$ cat src/rtl/mbox_pkg.sv
package mbox_pkg;

    typedef enum logic [3:0] {
        ST_IDLE,
        ST_LOCK_RD,
        ST_LOCK_WAIT,
        ST_WR_SIGN,
        ST_WR_ARG1,
        ST_WR_ARG2,
        ST_WR_ARG3,
        ST_WR_CMD,
        ST_POLL_WAIT,
        ST_POLL_RD,
        ST_FAIL_RD,
        ST_UNLOCK_RD,
        ST_DONE
    } mbox_state_e;

    localparam logic [31:0] RES_OK           = 32'h0000_0000;
    localparam logic [31:0] RES_LOCK_TIMEOUT = 32'hFFFF_0001;
    localparam logic [31:0] RES_RSP_TIMEOUT  = 32'hFFFF_0002;

    localparam logic [31:0] CMD_FLAG     = 32'h8000_0000;
    localparam logic [31:0] LOCK_GRANTED = 32'h0000_0001;
    localparam logic [31:0] RSP_FAIL     = 32'h0000_0002;
    localparam logic [31:0] RSP_TIMEOUT  = 32'h0000_0003;

    function automatic logic [31:0] swap32(input logic [31:0] v);
        return {v[7:0], v[15:8], v[23:16], v[31:24]};
    endfunction

endpackage

$ cat src/rtl/mbox_wait_timer.sv
module mbox_wait_timer #(
    parameter int WAIT_CYCLES = 125000
) (
    input  logic clk,
    input  logic rst_n,
    input  logic start,
    output logic expire
);
    localparam int TW = $clog2(WAIT_CYCLES + 1);

    logic [TW-1:0] cnt_q;
    logic          run_q;

    always_ff @(posedge clk or negedge rst_n) begin
        if (!rst_n) begin
            cnt_q <= '0;
            run_q <= 1'b0;
        end else if (start) begin
            cnt_q <= TW'(WAIT_CYCLES - 1);
            run_q <= 1'b1;
        end else if (run_q) begin
            if (cnt_q == '0) begin
                run_q <= 1'b0;
            end else begin
                cnt_q <= cnt_q - 1'b1;
            end
        end
    end

    assign expire = run_q && (cnt_q == '0);

endmodule

$ cat src/rtl/mbox_try_counter.sv
module mbox_try_counter #(
    parameter int LIMIT = 4000
) (
    input  logic                        clk,
    input  logic                        rst_n,
    input  logic                        clr,
    input  logic                        inc,
    output logic [$clog2(LIMIT+1)-1:0]  count
);
    localparam int CW = $clog2(LIMIT + 1);

    always_ff @(posedge clk or negedge rst_n) begin
        if (!rst_n) begin
            count <= '0;
        end else if (clr) begin
            count <= '0;
        end else if (inc && (count != CW'(LIMIT))) begin
            count <= count + 1'b1;
        end
    end

endmodule

$ cat src/rtl/mbox_bus_port.sv
module mbox_bus_port
    import mbox_pkg::*;
#(
    parameter int AW        = 16,
    parameter bit HOST_SWAP = 1'b1
) (
    input  logic          clk,
    input  logic          rst_n,
    input  logic          op_go,
    input  logic          op_write,
    input  logic [AW-1:0] op_addr,
    input  logic [31:0]   op_wdata,
    output logic          op_done,
    output logic [31:0]   op_rdata,
    output logic          bus_req_valid,
    input  logic          bus_req_ready,
    output logic          bus_req_write,
    output logic [AW-1:0] bus_req_addr,
    output logic [31:0]   bus_req_wdata,
    input  logic          bus_rsp_valid,
    input  logic [31:0]   bus_rsp_rdata
);
    logic [31:0] line_wdata;
    logic        waiting_q;

    generate
        if (HOST_SWAP) begin : g_swap
            assign line_wdata = swap32(op_wdata);
            assign op_rdata   = swap32(bus_rsp_rdata);
        end else begin : g_pass
            assign line_wdata = op_wdata;
            assign op_rdata   = bus_rsp_rdata;
        end
    endgenerate

    always_ff @(posedge clk or negedge rst_n) begin
        if (!rst_n) begin
            bus_req_valid <= 1'b0;
            bus_req_write <= 1'b0;
            bus_req_addr  <= '0;
            bus_req_wdata <= '0;
            waiting_q     <= 1'b0;
        end else if (bus_req_valid) begin
            if (bus_req_ready) begin
                bus_req_valid <= 1'b0;
                waiting_q     <= 1'b1;
            end
        end else if (waiting_q) begin
            if (bus_rsp_valid) begin
                waiting_q <= 1'b0;
            end
        end else if (op_go) begin
            bus_req_valid <= 1'b1;
            bus_req_write <= op_write;
            bus_req_addr  <= op_addr;
            bus_req_wdata <= line_wdata;
        end
    end

    assign op_done = waiting_q && bus_rsp_valid;

endmodule

$ cat src/rtl/mbox_cmd_issuer.sv
module mbox_cmd_issuer
    import mbox_pkg::*;
#(
    parameter int            AW          = 16,
    parameter int            WAIT_CYCLES = 125000,
    parameter int            LOCK_TRIES  = 4000,
    parameter int            POLL_TRIES  = 4000,
    parameter bit            HOST_SWAP   = 1'b1,
    parameter logic [AW-1:0] ADDR_LOCK   = 16'h0040,
    parameter logic [AW-1:0] ADDR_UNLOCK = 16'h0044,
    parameter logic [AW-1:0] ADDR_SIGN   = 16'h0100,
    parameter logic [AW-1:0] ADDR_ARG1   = 16'h0104,
    parameter logic [AW-1:0] ADDR_ARG2   = 16'h0108,
    parameter logic [AW-1:0] ADDR_ARG3   = 16'h010C,
    parameter logic [AW-1:0] ADDR_CMD    = 16'h0110
) (
    input  logic          clk,
    input  logic          rst_n,
    input  logic          start,
    input  logic [7:0]    func_num,
    input  logic [7:0]    version,
    input  logic [31:0]   arg1,
    input  logic [31:0]   arg2,
    input  logic [31:0]   arg3,
    input  logic [31:0]   cmd_code,
    output logic          busy,
    output logic          done,
    output logic [31:0]   result,
    output logic          bus_req_valid,
    input  logic          bus_req_ready,
    output logic          bus_req_write,
    output logic [AW-1:0] bus_req_addr,
    output logic [31:0]   bus_req_wdata,
    input  logic          bus_rsp_valid,
    input  logic [31:0]   bus_rsp_rdata
);
    localparam int LCW = $clog2(LOCK_TRIES + 1);
    localparam int PCW = $clog2(POLL_TRIES + 1);
    localparam logic [LCW-1:0] LOCK_LAST = LCW'(LOCK_TRIES - 1);
    localparam logic [PCW-1:0] POLL_ALL  = PCW'(POLL_TRIES);

    mbox_state_e st_q, st_d;
    logic [31:0] res_q, res_d;
    logic [31:0] sign_q, a1_q, a2_q, a3_q, cmdw_q;
    logic        issued_q;

    logic          op_go, op_write, op_done;
    logic [AW-1:0] op_addr;
    logic [31:0]   op_wdata, op_rdata;
    logic          bus_state;

    logic           tmr_start, tmr_expire;
    logic           lock_clr, lock_inc, poll_clr, poll_inc;
    logic [LCW-1:0] lock_cnt;
    logic [PCW-1:0] poll_cnt;

    mbox_bus_port #(
        .AW       (AW),
        .HOST_SWAP(HOST_SWAP)
    ) u_port (
        .clk          (clk),
        .rst_n        (rst_n),
        .op_go        (op_go),
        .op_write     (op_write),
        .op_addr      (op_addr),
        .op_wdata     (op_wdata),
        .op_done      (op_done),
        .op_rdata     (op_rdata),
        .bus_req_valid(bus_req_valid),
        .bus_req_ready(bus_req_ready),
        .bus_req_write(bus_req_write),
        .bus_req_addr (bus_req_addr),
        .bus_req_wdata(bus_req_wdata),
        .bus_rsp_valid(bus_rsp_valid),
        .bus_rsp_rdata(bus_rsp_rdata)
    );

    mbox_wait_timer #(
        .WAIT_CYCLES(WAIT_CYCLES)
    ) u_timer (
        .clk   (clk),
        .rst_n (rst_n),
        .start (tmr_start),
        .expire(tmr_expire)
    );

    mbox_try_counter #(
        .LIMIT(LOCK_TRIES)
    ) u_lock_cnt (
        .clk  (clk),
        .rst_n(rst_n),
        .clr  (lock_clr),
        .inc  (lock_inc),
        .count(lock_cnt)
    );

    mbox_try_counter #(
        .LIMIT(POLL_TRIES)
    ) u_poll_cnt (
        .clk  (clk),
        .rst_n(rst_n),
        .clr  (poll_clr),
        .inc  (poll_inc),
        .count(poll_cnt)
    );

    // State register, latched operands and result
    always_ff @(posedge clk or negedge rst_n) begin
        if (!rst_n) begin
            st_q     <= ST_IDLE;
            res_q    <= RES_OK;
            sign_q   <= '0;
            a1_q     <= '0;
            a2_q     <= '0;
            a3_q     <= '0;
            cmdw_q   <= '0;
            issued_q <= 1'b0;
        end else begin
            st_q  <= st_d;
            res_q <= res_d;
            if (st_q == ST_IDLE && start) begin
                sign_q <= {16'h0000, version, func_num};
                a1_q   <= arg1;
                a2_q   <= arg2;
                a3_q   <= arg3;
                cmdw_q <= cmd_code | CMD_FLAG;
            end
            if (op_done) begin
                issued_q <= 1'b0;
            end else if (op_go) begin
                issued_q <= 1'b1;
            end
        end
    end

    // Next state, counter and timer control
    always_comb begin
        st_d      = st_q;
        res_d     = res_q;
        lock_clr  = 1'b0;
        lock_inc  = 1'b0;
        poll_clr  = 1'b0;
        poll_inc  = 1'b0;
        tmr_start = 1'b0;
        unique case (st_q)
            ST_IDLE: begin
                if (start) begin
                    st_d     = ST_LOCK_RD;
                    res_d    = RES_OK;
                    lock_clr = 1'b1;
                    poll_clr = 1'b1;
                end
            end
            ST_LOCK_RD: begin
                if (op_done) begin
                    lock_inc = 1'b1;
                    if (op_rdata == LOCK_GRANTED) begin
                        st_d = ST_WR_SIGN;
                    end else if (lock_cnt == LOCK_LAST) begin
                        res_d = RES_LOCK_TIMEOUT;
                        st_d  = ST_DONE;
                    end else begin
                        st_d      = ST_LOCK_WAIT;
                        tmr_start = 1'b1;
                    end
                end
            end
            ST_LOCK_WAIT: begin
                if (tmr_expire) begin
                    st_d = ST_LOCK_RD;
                end
            end
            ST_WR_SIGN: if (op_done) st_d = ST_WR_ARG1;
            ST_WR_ARG1: if (op_done) st_d = ST_WR_ARG2;
            ST_WR_ARG2: if (op_done) st_d = ST_WR_ARG3;
            ST_WR_ARG3: if (op_done) st_d = ST_WR_CMD;
            ST_WR_CMD: begin
                if (op_done) begin
                    st_d      = ST_POLL_WAIT;
                    tmr_start = 1'b1;
                end
            end
            ST_POLL_WAIT: begin
                if (tmr_expire) begin
                    if (poll_cnt == POLL_ALL) begin
                        res_d = RES_RSP_TIMEOUT;
                        st_d  = ST_UNLOCK_RD;
                    end else begin
                        poll_inc = 1'b1;
                        st_d     = ST_POLL_RD;
                    end
                end
            end
            ST_POLL_RD: begin
                if (op_done) begin
                    if (op_rdata[31]) begin
                        st_d      = ST_POLL_WAIT;
                        tmr_start = 1'b1;
                    end else if (op_rdata == RSP_FAIL) begin
                        st_d = ST_FAIL_RD;
                    end else if (op_rdata == RSP_TIMEOUT) begin
                        res_d = RES_RSP_TIMEOUT;
                        st_d  = ST_UNLOCK_RD;
                    end else begin
                        res_d = RES_OK;
                        st_d  = ST_UNLOCK_RD;
                    end
                end
            end
            ST_FAIL_RD: begin
                if (op_done) begin
                    res_d = op_rdata;
                    st_d  = ST_UNLOCK_RD;
                end
            end
            ST_UNLOCK_RD: if (op_done) st_d = ST_DONE;
            ST_DONE:      st_d = ST_IDLE;
            default:      st_d = ST_IDLE;
        endcase
    end

    // Outputs and bus operation selection
    always_comb begin
        op_write  = 1'b0;
        op_addr   = ADDR_LOCK;
        op_wdata  = '0;
        bus_state = 1'b1;
        unique case (st_q)
            ST_LOCK_RD:   op_addr = ADDR_LOCK;
            ST_WR_SIGN:   begin op_write = 1'b1; op_addr = ADDR_SIGN; op_wdata = sign_q; end
            ST_WR_ARG1:   begin op_write = 1'b1; op_addr = ADDR_ARG1; op_wdata = a1_q;   end
            ST_WR_ARG2:   begin op_write = 1'b1; op_addr = ADDR_ARG2; op_wdata = a2_q;   end
            ST_WR_ARG3:   begin op_write = 1'b1; op_addr = ADDR_ARG3; op_wdata = a3_q;   end
            ST_WR_CMD:    begin op_write = 1'b1; op_addr = ADDR_CMD;  op_wdata = cmdw_q; end
            ST_POLL_RD:   op_addr = ADDR_CMD;
            ST_FAIL_RD:   op_addr = ADDR_ARG1;
            ST_UNLOCK_RD: op_addr = ADDR_UNLOCK;
            default:      bus_state = 1'b0;
        endcase
        op_go  = bus_state && !issued_q;
        busy   = (st_q != ST_IDLE);
        done   = (st_q == ST_DONE);
        result = res_q;
    end

endmodule

$ cat config.mk
export PLATFORM = sky130hd
export DESIGN_NAME = mbox_cmd_issuer
export DESIGN_NICKNAME = d
export VERILOG_FILES = /design/src/rtl/mbox_pkg.sv /design/src/rtl/mbox_wait_timer.sv /design/src/rtl/mbox_try_counter.sv /design/src/rtl/mbox_bus_port.sv /design/src/rtl/mbox_cmd_issuer.sv
export SDC_FILE = /design/constraint.sdc
export NUM_CORES = 1
export LEC_CHECK = 0
export BUFFER_PORTS_ARGS = -buffer_cell sky130_fd_sc_hd__buf_4
export CORE_UTILIZATION = 42
export DETAILED_ROUTE_END_ITERATION = 8
export PLACE_DENSITY = 0.69
export SYNTH_ARGS = -nofsm -noshare
export SYNTH_HDL_FRONTEND = slang
export SYNTH_SLANG_ARGS = --single-unit
export TNS_END_PERCENT = 1
$ cat constraint.sdc
create_clock -name clk -period 6.1 [get_ports clk]
set_input_delay 0.305 -clock clk [delete_from_list [all_inputs] [get_ports clk]]
set_output_delay 0.305 -clock clk [all_outputs]
set_load 0.02 [all_outputs]
# After elaboration in Yosys (flattened, before gate mapping)
# Cells that the tools add are included.
[word_totals]
memories = 0
elab_cells = 150
regBits = 274
latch_bits = 0
input_bits = 181
ram_bits = 0
mem_bits_ro = 0
[op_classes]
shifts = 0
magnitude_cmp = 0
multipliers = 0
bitwise = 2
reduce_logical = 23
n_addsub = 3
div_mod_pow = 0
n_mux = 67
eq_ne = 38
[ops]
columns = ["cell", "count"]
rows = [
  ["two-way mux 32 bit", 11],
  ["case mux 32 bit (5 select lines)", 2],
  ["== test 32 x 2 -> 1 bit, second input constant", 2],
  ["two-way mux 4 bit", 14],
  ["case mux 9 bit (6 select lines)", 1],
  ["two-way mux 17 bit", 3],
  ["two-way mux 12 bit", 4],
  ["case mux 4 bit (12 select lines)", 1],
  ["!= test 2 bit, second input constant", 19],
  ["== test 32 x 1 -> 1 bit, second input constant", 1],
  ["two-way mux 1 bit", 28],
  ["adder 12 x 1 -> 12 bit, second input constant", 2],
  ["== test 12 bit, second input constant", 2],
  ["!= test 12 bit, second input constant", 2],
  ["== test 4 bit, second input constant", 5],
  ["logical NOT 17 bit", 1],
  ["subtractor 17 x 1 -> 17 bit, second input constant", 1],
  ["== test 4 x 3 -> 1 bit, second input constant", 4],
  ["AND reduction 12 bit", 1],
  ["AND reduction 11 bit", 1],
  ["OR reduction 9 bit", 1],
  ["== test 4 x 2 -> 1 bit, second input constant", 2],
  ["nonzero test 2 bit", 4],
  ["logical AND 1 bit", 6],
  ["12 further kinds", 15],
]

# Depth between registers and ports, before layout
[depth]
word_depth = 7
depth_mapped = 9

# By module
# A second synthesis with hierarchy kept.
[hier_totals]
cells_unflattened = 1373
area_unflattened_um2 = 13366.6
[modules_own_cells]
columns = ["module", "area_per_inst_um2", "cells_each", "seq_area_each_um2", "n_inst"]
rows = [
  ["mbox_cmd_issuer", 8630.8, 971, 4529.3, 1],
  ["mbox_bus_port", 2209.6, 144, 1276.2, 1],
  ["mbox_try_counter", 695.7, 71, 300.3, 2],
  ["mbox_wait_timer", 1134.8, 116, 450.4, 1],
]

# Worst setup path after synthesis
# OpenSTA, ideal clock, no wires.
[synth_path]
path_type = "reg-to-reg"
start = "reg u_poll_cnt.count[0]"
end = "reg res_q[17] (netlist: result[17])"
period_less_slack_ps = 2198
setup_slack_ps = 3902
arrival_ps = 2073
path_buffers = 1
path_stages_with_launch = 10
cell_sequence = "dfrtp_1 -> inv_1 -> ha_1 -> nand4b_1 -> nor4b_4 -> a221oi_1 -> nor2_1 -> nand4b_4 -> buf_6 -> mux2_4"
[synth_via]
elab_chain_len = 3
[synth_rtl]
columns = ["element", "line_no", "source"]
rows = [
  ["from (decl)", "mbox_try_counter.sv:8", "output logic [$clog2(LIMIT+1)-1:0] count"],
  ["from (signal assigned)", "mbox_try_counter.sv:18", "count <= count + 1'b1;"],
  ["== test 12 bit", "mbox_cmd_issuer.sv:185", "if (poll_cnt == POLL_ALL) begin"],
  ["!= test 2 bit (no source line)", "n/a", ""],
  ["AND reduction 11 bit (no source line)", "n/a", ""],
  ["to (signal assigned)", "mbox_cmd_issuer.sv:120", "res_q <= res_d;"],
  ["to (decl)", "mbox_cmd_issuer.sv:43", "logic [31:0] res_q, res_d;"],
]
# Every way passes these cells.
# A chain may end at the register's enable or synchronous reset.

# Worst setup path in the final report
[layout_path]
start = "reg st_q[0]"
end = "reg a2_q[23]"
[layout_via]
elab_chain_len = 2
[layout_rtl]
columns = ["element", "line_no", "source"]
rows = [
  ["from (decl)", "mbox_cmd_issuer.sv:42", "mbox_state_e st_q, st_d;"],
  ["from (signal assigned)", "mbox_cmd_issuer.sv:119", "st_q <= st_d;"],
  ["logical NOT 4 bit", "mbox_cmd_issuer.sv:121", "if (st_q == ST_IDLE && start) begin"],
  ["logical AND 1 bit", "mbox_cmd_issuer.sv:121", ""],
  ["to (signal assigned)", "mbox_cmd_issuer.sv:124", "a2_q <= arg2;"],
  ["to (decl)", "mbox_cmd_issuer.sv:44", "logic [31:0] sign_q, a1_q, a2_q, a3_q, cmdw_q;"],
]
# Every way passes these cells.

==> impl_metrics.csv <==
group,metric,value,unit
status,outcome,"finished, final reports clean",
global_route,busiest_layer,"met2",
synth,yosys-top-cells-count,"nand2_1, dfrtp_1, clkbuf_1",
die,die-area,0.0294,sq mm
clock_network,htreeDepth,1,
route,route.final.wire_length,35000,um
sta,fin_setup_tns,0,ns
synth,yosysTopAreaCell,"dfrtp_1",
global_route,grt_pass1_wl,55200,um
route,drcViolationCount,0,
setup_path,critPathKind,"reg -> reg",
sta,layout_setup_ws,2.99,ns
route,viasPerCell,5.19,
placement,dpl.hpwl,21300,um
sta,clock_skew,0.0206,ns
synth,synth-seq-cells,263,
route,first_pass_iters,8,
global_route,met1_usage,30.5,%
die,fp.dieH,172,um
synth,synthesis.area,0.0121,sq mm
sta,setup_violations,0,
placement,gp_routability_congestion,0.850,
clock_network,cts.clk_slew.worst_paths,0.06,ns
finish,drive_above_1_share,21.0,%
global_route,antenna_found_initial,4,
die,die_w,172,um
clock_network,insertion_delay,0.56,ns
clock_network,root_buffer,"clkbuf_16",
sta,period_minus_slack,3.11,ns
synth,synth_edf_count,0,
power,p_per_area,410,mW/mm^2
global_route,grt-ovfl-total,0,
setup_path,crit_path_top_delay_cell,"nand3_4",
route,routed-via-count,10762,
clock_network,numCtsBuffers,29,
setup_path,crit_fanout,82,
setup_path,cp.required,6.54,ns
global_route,grt_pass1_vias,10690,
clock_network,clkSinkCount,263,
route,drt_iter0_markers,723,
sta,fmax,0.322,GHz
setup_path,start_kind,"register",
power,ir_drop,0.253,mV
global_route,grt_use_total,23.7,%
power,cellLeakagePower,8.40,nW
setup_path,endpoint_kind,"register",
finish,area_delta_synth_final,39.0,%
finish,num-fill-cells,2294,
global_route,grt_max_degree,121,
placement,port-buffer-count,252,
sta,final_max_slew_viol_count,0,
global_route,met3_usage,5.41,%
placement,dp_slack,3.09,ns
job,cap_viol_max_count,0,
sta,hold_viol_final,0,
die,ios,265,
die,rows,61,
route,ant_nets,0,
synth,synth_most_common_cell,"nand2_1",
synth,yosys_warnings,0,
route,wl_per_cell,16.9,um
synth,yosysUniqueCellTypes,64,
clock_network,tritoncts,"built",
placement,placed_area,0.0142,sq mm
sta,finalCritPeriodShare,50.9,%
synth,synth_area_leaders,"dfrtp_1, nand2_1, a21o_1",
synth,syn_inst,1302,
setup_path,slowest_delay,0.83,ns
sta,worst_slew_pin_slew,1.18,ns
sta,rsz0062_at_grt,"no",
finish,design_area,0.0168,sq mm
sta,slew_headroom,21.6,%
min_path,whs_path_depth,3,
die,coreArea,0.0280,sq mm
finish,nNetsFinal,1856,
setup_path,crit_top_cell,"nand2_1",
die,start_util,43.1,%
synth,async_flop_share,100,%
synth,synth_area_per_cell,9.27,sq um
synth,yosysTopAreaCellShare,54.5,%
global_route,met2_usage,39.3,%
synth,synth_top_flop_cell,"dfrtp_1",
setup_path,crit_arrival,3.55,ns
sta,hold_slack,0.0210,ns
setup_path,r2r_cells,5,
min_path,hold_class,"in -> reg",
clock_network,cts_max_path_buffers,3,
setup_path,cp_cell_sequence,"nor2_1 -> nand3_4 -> buf_4 -> nand2_1 -> nand2_1",
synth,ys_seq_area_share,54.5,%
==> registers in the layout, indices dropped and copies added, names as in the netlist <==
| register | cells |
|---|---|
| u_timer.cnt_q | 17 |
| a3_q | 32 |
| u_timer.run_q | 1 |
| u_poll_cnt.count | 12 |
| st_q | 4 |
| u_port.bus_req_write | 1 |
| u_port.waiting_q | 1 |
| cmdw_q | 32 |
| u_port.bus_req_wdata | 32 |
| u_port.bus_req_addr | 5 |
| result | 32 |
| a1_q | 32 |
| issued_q | 1 |
| sign_q | 16 |
| u_port.bus_req_valid | 1 |
| a2_q | 32 |
| u_lock_cnt.count | 12 |
==> power by group <==
part | internal, mW | switching (mW)
Sequential | 2.42 | 0.492
Clock | 1.17 | 0.715
Combinational | 0.952 | 1.13
Total | 4.54 | 2.33
==> area by class of cell <==
class                   instances  area, sq um  area share, %
flip-flops and latches        263         6580           39.2
multi-input cells             938         5110           30.4
repair buffers                409         3450           20.6
clock buffers                  39          833           4.97
well taps                     378          473           2.82
clock inverters                14          214           1.28
inverters                      29          109          0.649
diodes                          4         10.0         0.0597
==> routing by layer <==
metal / up-vias / routed length, um
met4: 0 / 1160
met1: 5177 / 14400
met5: - / 0
li1: 5109 / -
met2: 399 / 16600
met3: 77 / 2770
==> critical path, delay by kind of cell, from the launching register on <==
kind / cells / cell delay, ns
buf+inv: 1 / 0.65
simple gates: 4 / 1.60
flops: 1 / 0.70
==> cells by family after synthesis <==
logic type / synth area share, %
other: 0.0311
AO/OA/AOI/OAI: 11.4
XOR/XNOR: 2.47
buffers and inverters: 4.03
flip-flops: 54.5
adder cells (fa/ha/maj): 0.518
AND/OR/NAND/NOR: 23.7
multiplexers: 3.38
==> worst paths after layout <==
kind,from,to,slack [ns]
max reg2reg,st_q[0],a2_q[23],2.99
max in group asynchronous,rst_n,a1_q[5],4.03
min reg2reg,a2_q[26],a2_q[26],0.47
min in group asynchronous,rst_n,result[9],0.45
max,st_q[0],a2_q[23],2.99
min,bus_rsp_rdata[29],result[5],0.02
==> cell usage in the layout (no fill, tap or decap), types with 18 or more instances in the layout <==
cell type	n
o21ai_0	34
a221oi_1	19
a21o_1	32
nand4_1	18
nand2_1	503
dfrtp_1	263
inv_1	29
nor2_1	49
buf_4	260
dlygate4sd3_1	148
clkbuf_16	29
a21oi_1	35
==> metrics by stage <==
step / total power, mW / cells / util [%]
after floorplan: 4.27 / 1312 / -
after global placement: 4.83 / 1869 / 50.8
after detailed placement: 4.91 / 1869 / 50.8
after CTS: 6.90 / 2070 / 59.9
after global routing: 7.32 / 2074 / 59.9
final: 6.88 / 2074 / 59.9
==> what timing repair did <==
item	4_1_cts	5_1_grt
setup endpoints to repair	0	0
resized for setup	0	0
hold buffers	148	0
hold endpoints to repair	265	0
buffers inserted	0	0
Note: power is estimated with default switching activity, not from simulation.
